===== config.mk =====
export PLATFORM = sky130hd
export DESIGN_NAME = addr_range_bkpt
export DESIGN_NICKNAME = d
export VERILOG_FILES = /design/src/rtl/bkpt_pkg.sv /design/src/rtl/bkpt_regs.sv /design/src/rtl/bkpt_cmp.sv /design/src/rtl/addr_range_bkpt.sv
export SDC_FILE = /design/constraint.sdc
export NUM_CORES = 1
export LEC_CHECK = 0
export BUFFER_PORTS_ARGS = -buffer_cell sky130_fd_sc_hd__buf_4
export CORE_MARGIN = 2
export CORE_UTILIZATION = 45
export DETAILED_ROUTE_END_ITERATION = 8
export GPL_ROUTABILITY_DRIVEN = 0
export PLACE_DENSITY = 0.72
export SYNTH_ARGS = -nofsm -noshare
export SYNTH_HDL_FRONTEND = slang
export SYNTH_SLANG_ARGS = --single-unit

===== constraint.sdc =====
create_clock -name clk -period 2.85 [get_ports clk]
set_clock_uncertainty 0.05 [all_clocks]
set_input_delay 0.1425 -clock clk [delete_from_list [all_inputs] [get_ports clk]]
set_output_delay 0.1425 -clock clk [all_outputs]
set_load 0.01 [all_outputs]

===== src/rtl/bkpt_pkg.sv =====
package bkpt_pkg;

   typedef enum logic [1:0] {
      MODE_INSIDE  = 2'b00,
      MODE_OUTSIDE = 2'b01,
      MODE_EXACT   = 2'b10,
      MODE_OFF     = 2'b11
   } bkpt_mode_e;

   typedef struct packed {
      logic       en;
      bkpt_mode_e mode;
   } bkpt_ctl_t;

   localparam int unsigned CTL_W = $bits(bkpt_ctl_t);

endpackage


===== src/rtl/bkpt_regs.sv =====
module bkpt_regs
   import bkpt_pkg::*;
#(
   parameter int unsigned ADDR_W   = 32,
   parameter int unsigned NUM_W    = 4,
   parameter logic [NUM_W-1:0] HI_NUM  = 4'hC,
   parameter logic [NUM_W-1:0] LO_NUM  = 4'hD,
   parameter logic [NUM_W-1:0] CTL_NUM = 4'h7,
   parameter bit DMA_WINS = 1'b1
) (
   input  logic              clk,
   input  logic              rst_n,
   input  logic              wr_en,
   input  logic [NUM_W-1:0]  wr_num,
   input  logic [ADDR_W-1:0] wr_data,
   input  logic [NUM_W-1:0]  rd_num,
   output logic [ADDR_W-1:0] rd_data,
   input  logic              acc_wr,
   input  logic [ADDR_W-1:0] acc_addr,
   output logic [ADDR_W-1:0] lo_q,
   output logic [ADDR_W-1:0] hi_q,
   output bkpt_ctl_t         ctl_q
);

   logic wr_lo, wr_hi, wr_ctl;

   assign wr_lo  = wr_en && (wr_num == LO_NUM);
   assign wr_hi  = wr_en && (wr_num == HI_NUM);
   assign wr_ctl = wr_en && (wr_num == CTL_NUM);

   // bounds carry no reset value; the enable bit guards them
   always_ff @(posedge clk) begin
      if (wr_lo) lo_q <= wr_data;
   end

   generate
      if (DMA_WINS) begin : g_acc_first
         always_ff @(posedge clk) begin
            if (acc_wr)     hi_q <= acc_addr;
            else if (wr_hi) hi_q <= wr_data;
         end
      end else begin : g_reg_first
         always_ff @(posedge clk) begin
            if (wr_hi)       hi_q <= wr_data;
            else if (acc_wr) hi_q <= acc_addr;
         end
      end
   endgenerate

   always_ff @(posedge clk or negedge rst_n) begin
      if (!rst_n) begin
         ctl_q.en   <= 1'b0;
         ctl_q.mode <= MODE_OFF;
      end else if (wr_ctl) begin
         ctl_q <= bkpt_ctl_t'(wr_data[CTL_W-1:0]);
      end
   end

   always_comb begin
      rd_data = '0;
      if (rd_num == HI_NUM)
         rd_data = hi_q;
      else if (rd_num == CTL_NUM)
         rd_data[CTL_W-1:0] = ctl_q;
   end

endmodule


===== src/rtl/bkpt_cmp.sv =====
module bkpt_cmp
   import bkpt_pkg::*;
#(
   parameter int unsigned ADDR_W = 32
) (
   input  logic [ADDR_W-1:0] addr,
   input  logic [ADDR_W-1:0] lo,
   input  logic [ADDR_W-1:0] hi,
   input  bkpt_mode_e        mode,
   output logic              hit
);

   logic ge_lo, le_hi, eq_lo, in_win;

   assign ge_lo  = (addr >= lo);
   assign le_hi  = (addr <= hi);
   assign eq_lo  = (addr == lo);
   assign in_win = ge_lo && le_hi;

   always_comb begin
      unique case (mode)
         MODE_INSIDE:  hit = in_win;
         MODE_OUTSIDE: hit = !in_win;
         MODE_EXACT:   hit = eq_lo;
         default:      hit = 1'b0;
      endcase
   end

endmodule


===== src/rtl/addr_range_bkpt.sv =====
module addr_range_bkpt
   import bkpt_pkg::*;
#(
   parameter int unsigned ADDR_W   = 32,
   parameter int unsigned NUM_W    = 4,
   parameter logic [NUM_W-1:0] HI_NUM  = 4'hC,
   parameter logic [NUM_W-1:0] LO_NUM  = 4'hD,
   parameter logic [NUM_W-1:0] CTL_NUM = 4'h7,
   parameter bit DMA_WINS = 1'b1
) (
   input  logic              clk,
   input  logic              rst_n,
   input  logic              reg_wr_i,
   input  logic [NUM_W-1:0]  reg_wr_num_i,
   input  logic [ADDR_W-1:0] reg_wr_data_i,
   input  logic [NUM_W-1:0]  reg_rd_num_i,
   output logic [ADDR_W-1:0] reg_rd_data_o,
   input  logic              mem_acc_wr_i,
   input  logic [ADDR_W-1:0] mem_acc_addr_i,
   input  logic              xfer_valid_i,
   input  logic [ADDR_W-1:0] xfer_addr_i,
   output logic              trig_o
);

   initial begin
      assert (ADDR_W >= CTL_W) else $error("ADDR_W too narrow for control word");
      assert (HI_NUM != LO_NUM && HI_NUM != CTL_NUM && LO_NUM != CTL_NUM)
         else $error("register numbers must differ");
   end

   logic [ADDR_W-1:0] lo_q, hi_q;
   bkpt_ctl_t         ctl_q;
   logic              hit;
   logic              trig_q;

   bkpt_regs #(
      .ADDR_W(ADDR_W), .NUM_W(NUM_W), .HI_NUM(HI_NUM),
      .LO_NUM(LO_NUM), .CTL_NUM(CTL_NUM), .DMA_WINS(DMA_WINS)
   ) u_regs (
      .clk     (clk),
      .rst_n   (rst_n),
      .wr_en   (reg_wr_i),
      .wr_num  (reg_wr_num_i),
      .wr_data (reg_wr_data_i),
      .rd_num  (reg_rd_num_i),
      .rd_data (reg_rd_data_o),
      .acc_wr  (mem_acc_wr_i),
      .acc_addr(mem_acc_addr_i),
      .lo_q    (lo_q),
      .hi_q    (hi_q),
      .ctl_q   (ctl_q)
   );

   bkpt_cmp #(.ADDR_W(ADDR_W)) u_cmp (
      .addr(xfer_addr_i),
      .lo  (lo_q),
      .hi  (hi_q),
      .mode(ctl_q.mode),
      .hit (hit)
   );

   always_ff @(posedge clk or negedge rst_n) begin
      if (!rst_n) trig_q <= 1'b0;
      else        trig_q <= xfer_valid_i && ctl_q.en && hit;
   end

   assign trig_o = trig_q;

endmodule


## Word-level counts from Yosys, hierarchy flattened

Cells that the tools add are included.

- Memories kept: 0
- Word-level logic and storage cells: 30
- Register bits after elaboration: 68
- Bits in latches: 0
- Bits in read-only memories: 0
- RAM bits: 0
- Input bits: 109

- Divide/modulo/power cells: 0
- $lt $le $gt $ge: 2
- Bitwise operators: 0
- Equality and inequality tests: 8
- Mux-type cells: 6
- Add/sub/neg operators: 0
- Multipliers: 0
- Shifts and indexed selects: 0
- Reduce and logical (&&, ||, !) cells: 9

Operators with widths:

| kind | number |
|---|---|
| $mux 32 | 2 |
| $eq 32x32->1 | 1 |
| $ge 32x32->1 | 1 |
| $le 32x32->1 | 1 |
| $mux 29 | 1 |
| $eq 4x4->1 const B | 3 |
| $eq 4x3->1 const B | 2 |
| $logic_and 1x1->1 | 6 |
| $mux 3 | 2 |
| $pmux 1 s3 | 1 |
| $eq 2x1->1 const B | 1 |
| $eq 2x2->1 const B | 1 |
| $logic_not 2->1 | 1 |
| $reduce_bool 2->1 | 1 |
| $logic_not 1->1 | 1 |

## Depth between registers and ports, before layout

- Depth after elaboration: 5
- Mapped depth: 9

## By module

From an unflattened synthesis, not the netlist that was laid out.

- Cell total of the unflattened synthesis: 388
- Area, all modules: 4468.0 µm²

By module, submodules not included:

| module | instances | cells an instance | area an instance (µm²) | sequential area each (µm²) |
|---|---|---|---|---|
| bkpt_regs | 1 | 155 | 2777.7 | 1999.4 |
| bkpt_cmp | 1 | 231 | 1659.1 | 0.0 |
| addr_range_bkpt | 1 | 2 | 31.3 | 25.0 |

## Worst setup path before layout

Ideal clock, no wire load.

- Kind: in2reg
- From: input reg_wr_num_i[1]
- To: register u_regs.hi_q[0], enable pin
- Stages: 2
- Data required time: 2.372 ns
- Library setup time: 0.428 ns
- Arrival: 1.859 ns
- Setup slack: 0.513 ns
- Buffers on the path: 0
- Cells stage by stage: nand4b_1 o21bai_1

- Longest elaborated chain between the ends: 3

RTL lines:

| what | line | RTL |
|---|---|---|
| from (decl) | addr_range_bkpt.sv:14 | `input logic [NUM_W-1:0] reg_wr_num_i,` |
| $eq 4x4->1 | bkpt_regs.sv:28 | `assign wr_hi = wr_en && (wr_num == HI_NUM);` |
| $logic_and 1x1->1 | bkpt_regs.sv:28 |  |
| $reduce_bool 2->1 (no source line) | - |  |
| to (signal assigned) | bkpt_regs.sv:39 | `if (acc_wr) hi_q <= acc_addr;` |
| to (signal assigned) | bkpt_regs.sv:40 | `else if (wr_hi) hi_q <= wr_data;` |
| to (decl) | bkpt_regs.sv:21 | `output logic [ADDR_W-1:0] hi_q,` |

No other way between the ends.
A chain may end at the register's enable or synchronous reset.

## Final worst setup path

- From: register u_regs.hi_q[15]
- To: register trig_q (netlist: trig_o)

- Longest elaborated chain between the ends: 5

RTL lines:

| what | line | RTL |
|---|---|---|
| $le 32x32->1 (*) | bkpt_cmp.sv:16 | `assign le_hi = (addr <= hi);` |
| $logic_and 1x1->1 (*) | bkpt_cmp.sv:18 | `assign in_win = ge_lo && le_hi;` |
| $logic_not 1->1 | bkpt_cmp.sv:23 | `MODE_OUTSIDE: hit = !in_win;` |
| $pmux 1 s3 (*) | bkpt_cmp.sv:21 | `unique case (mode)` |
| $logic_and 1x1->1 (*) | addr_range_bkpt.sv:64 | `else trig_q <= xfer_valid_i && ctl_q.en && hit;` |
| to (signal assigned) | addr_range_bkpt.sv:64 |  |
| to (decl) | addr_range_bkpt.sv:34 | `logic trig_q;` |

Mark *: on every way between the ends. The rest lies on a longest branch, timed or not.

==> results.md <==
* Setup violators final at 0
* GR Util met1 at 28.1%
* CTS sink cnt at 68
* Via/cell ratio at 5.21
* Final worst-path setup slack at 586 ps
* Die Y at 103 um
* Dpl ws at 563 ps
* Synth area leaders: edfxtp_1, ha_1, mux2_2
* Met3 Usage GRT at 3.23%
* Tcrit/Tclk final at 79.4%
* Tmin final at 2260 ps
* Met2 usage at 37.6%
* Detailed placement HPWL at 8480 um
* Post-Route WL at 11600 um
* Final core occ at 63.9%
* CTS resizes at 0
* Vias at 3686
* Number of global-route vias before repair at 3852
* Core Area at 0.00968 mm^2
* IO buf count at 141
* Synth Flop Type: edfxtp_1
* Asr flop ratio synth at 5.88%
* Layout cells sized above 1 at 34.1%
* CP endpoint: trig_o
* Rows at 36
* Worst Setup Start Kind: register
* #FFs+latches synth at 68
* Tot GR Track Use at 22.2%
* Mapped Avg Cell Area at 11.3 um^2
* Area share of the leading cell type in the synthesized netlist at 43.4%
* Worst Path Max Fanout at 4
* Critical path endpoint category: register
* Crit path from: u_regs.hi_q[15]
* Initial antenna violation count at 0
* I/O pin count at 142
* Most frequent cells in the layout: buf_4, inv_1, ha_1, edfxtp_1, dlygate4sd3_1
* Net count reported at finish at 742
* Placed cell count at 658
* Worst-case reg-to-reg path depth at 9
* YS warnings at 0
* Setup TNS at 0 ps
* Mapped Area at 0.00443 mm^2
* Worst-case clock buffer depth at 2
* Wire per inst at 16.5 um
* Status: finished, final reports clean
* Leakage at 2.99 nW
* Area Growth Syn to Fin at 39.8%
* Area leader, netlist: edfxtp_1
* Drt first pass iters at 4
* Seq/Total Area, Yosys at 45.7%
* TritonCTS clock tree: built
* Clock tree root buffer cell: clkbuf_8
* CTS Buf Count at 9
* Hold buffer count at CTS at 33
* First-pass GRT wire length at 17900 um
* MaxCap Viol Count at 0
* Number of synthesized flops with an enable pin at 64
* GRT busiest layer: met2
* Clock transition at the registers of the reported paths at 70 ps
* Drt drc at 0
* Max Fclk at 442 MHz
* Synthesized Nets at 565
* Crit path DAT at 2440 ps
* Clock latency on the worst-skew pair at 350 ps
* Worst Max-Slew Pin Slew at 1100 ps
* Pin count of the biggest net entering global routing at 34
* Final non-filler cell total at 707
* Antenna-violating nets left at 0
* PwrDens at 420 mW/mm^2
* Critical Path RT at 3030 ps
* Starting Density at 45.7%
* Min-Delay Path Class: input pin to register
* Max-slew violations at 0
* H-tree levels at 3
* Slew headroom at 26.5%
* Unrepaired setup endpoints after global routing: false
* Grt ovf at 0
* Total power at 0.00260 W
* Max VDD drop at 0.287 mV
* Post-Syn Instances at 392
* DRT iter0 DRCs at 106
* R2r startpoint: u_regs.hi_q[15]
* Final hold violations at 0
* Post-CTS repair timing setup buffer count at 0
* Chip width at 103 um
* R2R Setup Slk at 590 ps
* Type of the worst setup path: register to register
* Netlist cell types at 43
* Die ar. at 0.0107 mm^2
* Most common cell after layout, fill and taps aside: buf_4
* R2R Path End: trig_o
* # diodes at 0
-- cells in the mapped netlist, types with 2 or more instances --
cell      instances
a211oi_1          2
a21o_1            3
a21oi_1          24
a22oi_1           4
and3_1           30
and4_1            7
clkbuf_1         10
dfrtp_1           2
dfstp_2           2
edfxtp_1         64
ha_1             64
inv_1            67
mux2_1            3
mux2_2           32
nand2_1          17
nand2b_1          2
nand3_1           7
nand4_1           9
nor2_1            4
nor2b_1           5
nor3b_1           2
o211ai_1          5
o21ai_0           5
o21ai_1           2
o221ai_1          2
-- power by group --
part           switching (W)  internal, W  total (W)
Clock               0.000370     0.000481   0.000851
Sequential         0.0000389      0.00118    0.00121
Combinational       0.000243     0.000292   0.000535
Total               0.000652      0.00195    0.00260
-- layer usage --
layer  share of wire [%]  wire length, um
met1                  44             5130
met4                 2.5              295
met3                 4.5              521
met5                   0                0
met2                  49             5700
-- registers in the layout, summed over array words and instances, names as in the netlist --
signal,cells
u_regs.hi_q,32
u_regs.ctl_q,3
u_regs.lo_q,32
trig_o,1
-- worst min-delay path by stage --
stage | startpoint | to | slack [ps] | depth (start not counted)
4_1_cts | xfer_valid_i | trig_o | 10 | 3
5_1_grt | mem_acc_addr_i[23] | u_regs.hi_q[23] | 30 | 2
2_1_floorplan | rst_n | trig_o | -200 | 0
3_5_place_dp | rst_n | u_regs.ctl_q[2] | -110 | 1
3_3_place_gp | rst_n | u_regs.ctl_q[2] | -110 | 1
6_report | xfer_valid_i | trig_o | 30 | 3
-- cell type report --
class,count,area (um^2)
Tap cell,133,166
Clock buffer,9,124
Sequential cell,68,2020
Multi-Input combinational cell,247,2140
Fill cell,770,3490
Clock inverter,7,81.3
Inverter,67,251
Timing Repair Buffer,176,1400
-- stage by stage --
step | hold WS [ps] | instance area, um^2
6_report | 27.3 | 6190
5_1_grt | 33.5 | 6190
4_1_cts | 14.8 | 6190
3_5_place_dp | -108 | 5660
3_3_place_gp | -106 | 5660
2_1_floorplan | -203 | 4430
-- logic make-up (layout without fill, tap and decap cells) --
logic type      Yosys count  count (layout)  synth area share (%)
simple gates             89              89                  11.9
fa+ha+maj                64              64                  18.1
buf+inv                  77             259                  6.53
flops                    68              68                  45.7
mux                      36              36                  9.12
compound gates           58              58                  8.62
-- worst max-delay path, stage by stage (launching register included) --
cell and delay (ps):
edfxtp_1 350, inv_1 50, ha_1 310, nand4_1 220, nor4_2 390, nand2_1 140, a22oi_1 230, o211ai_1 140
mux2i_1 180, o31ai_1 90
Power figures use the tool's default switching activity.
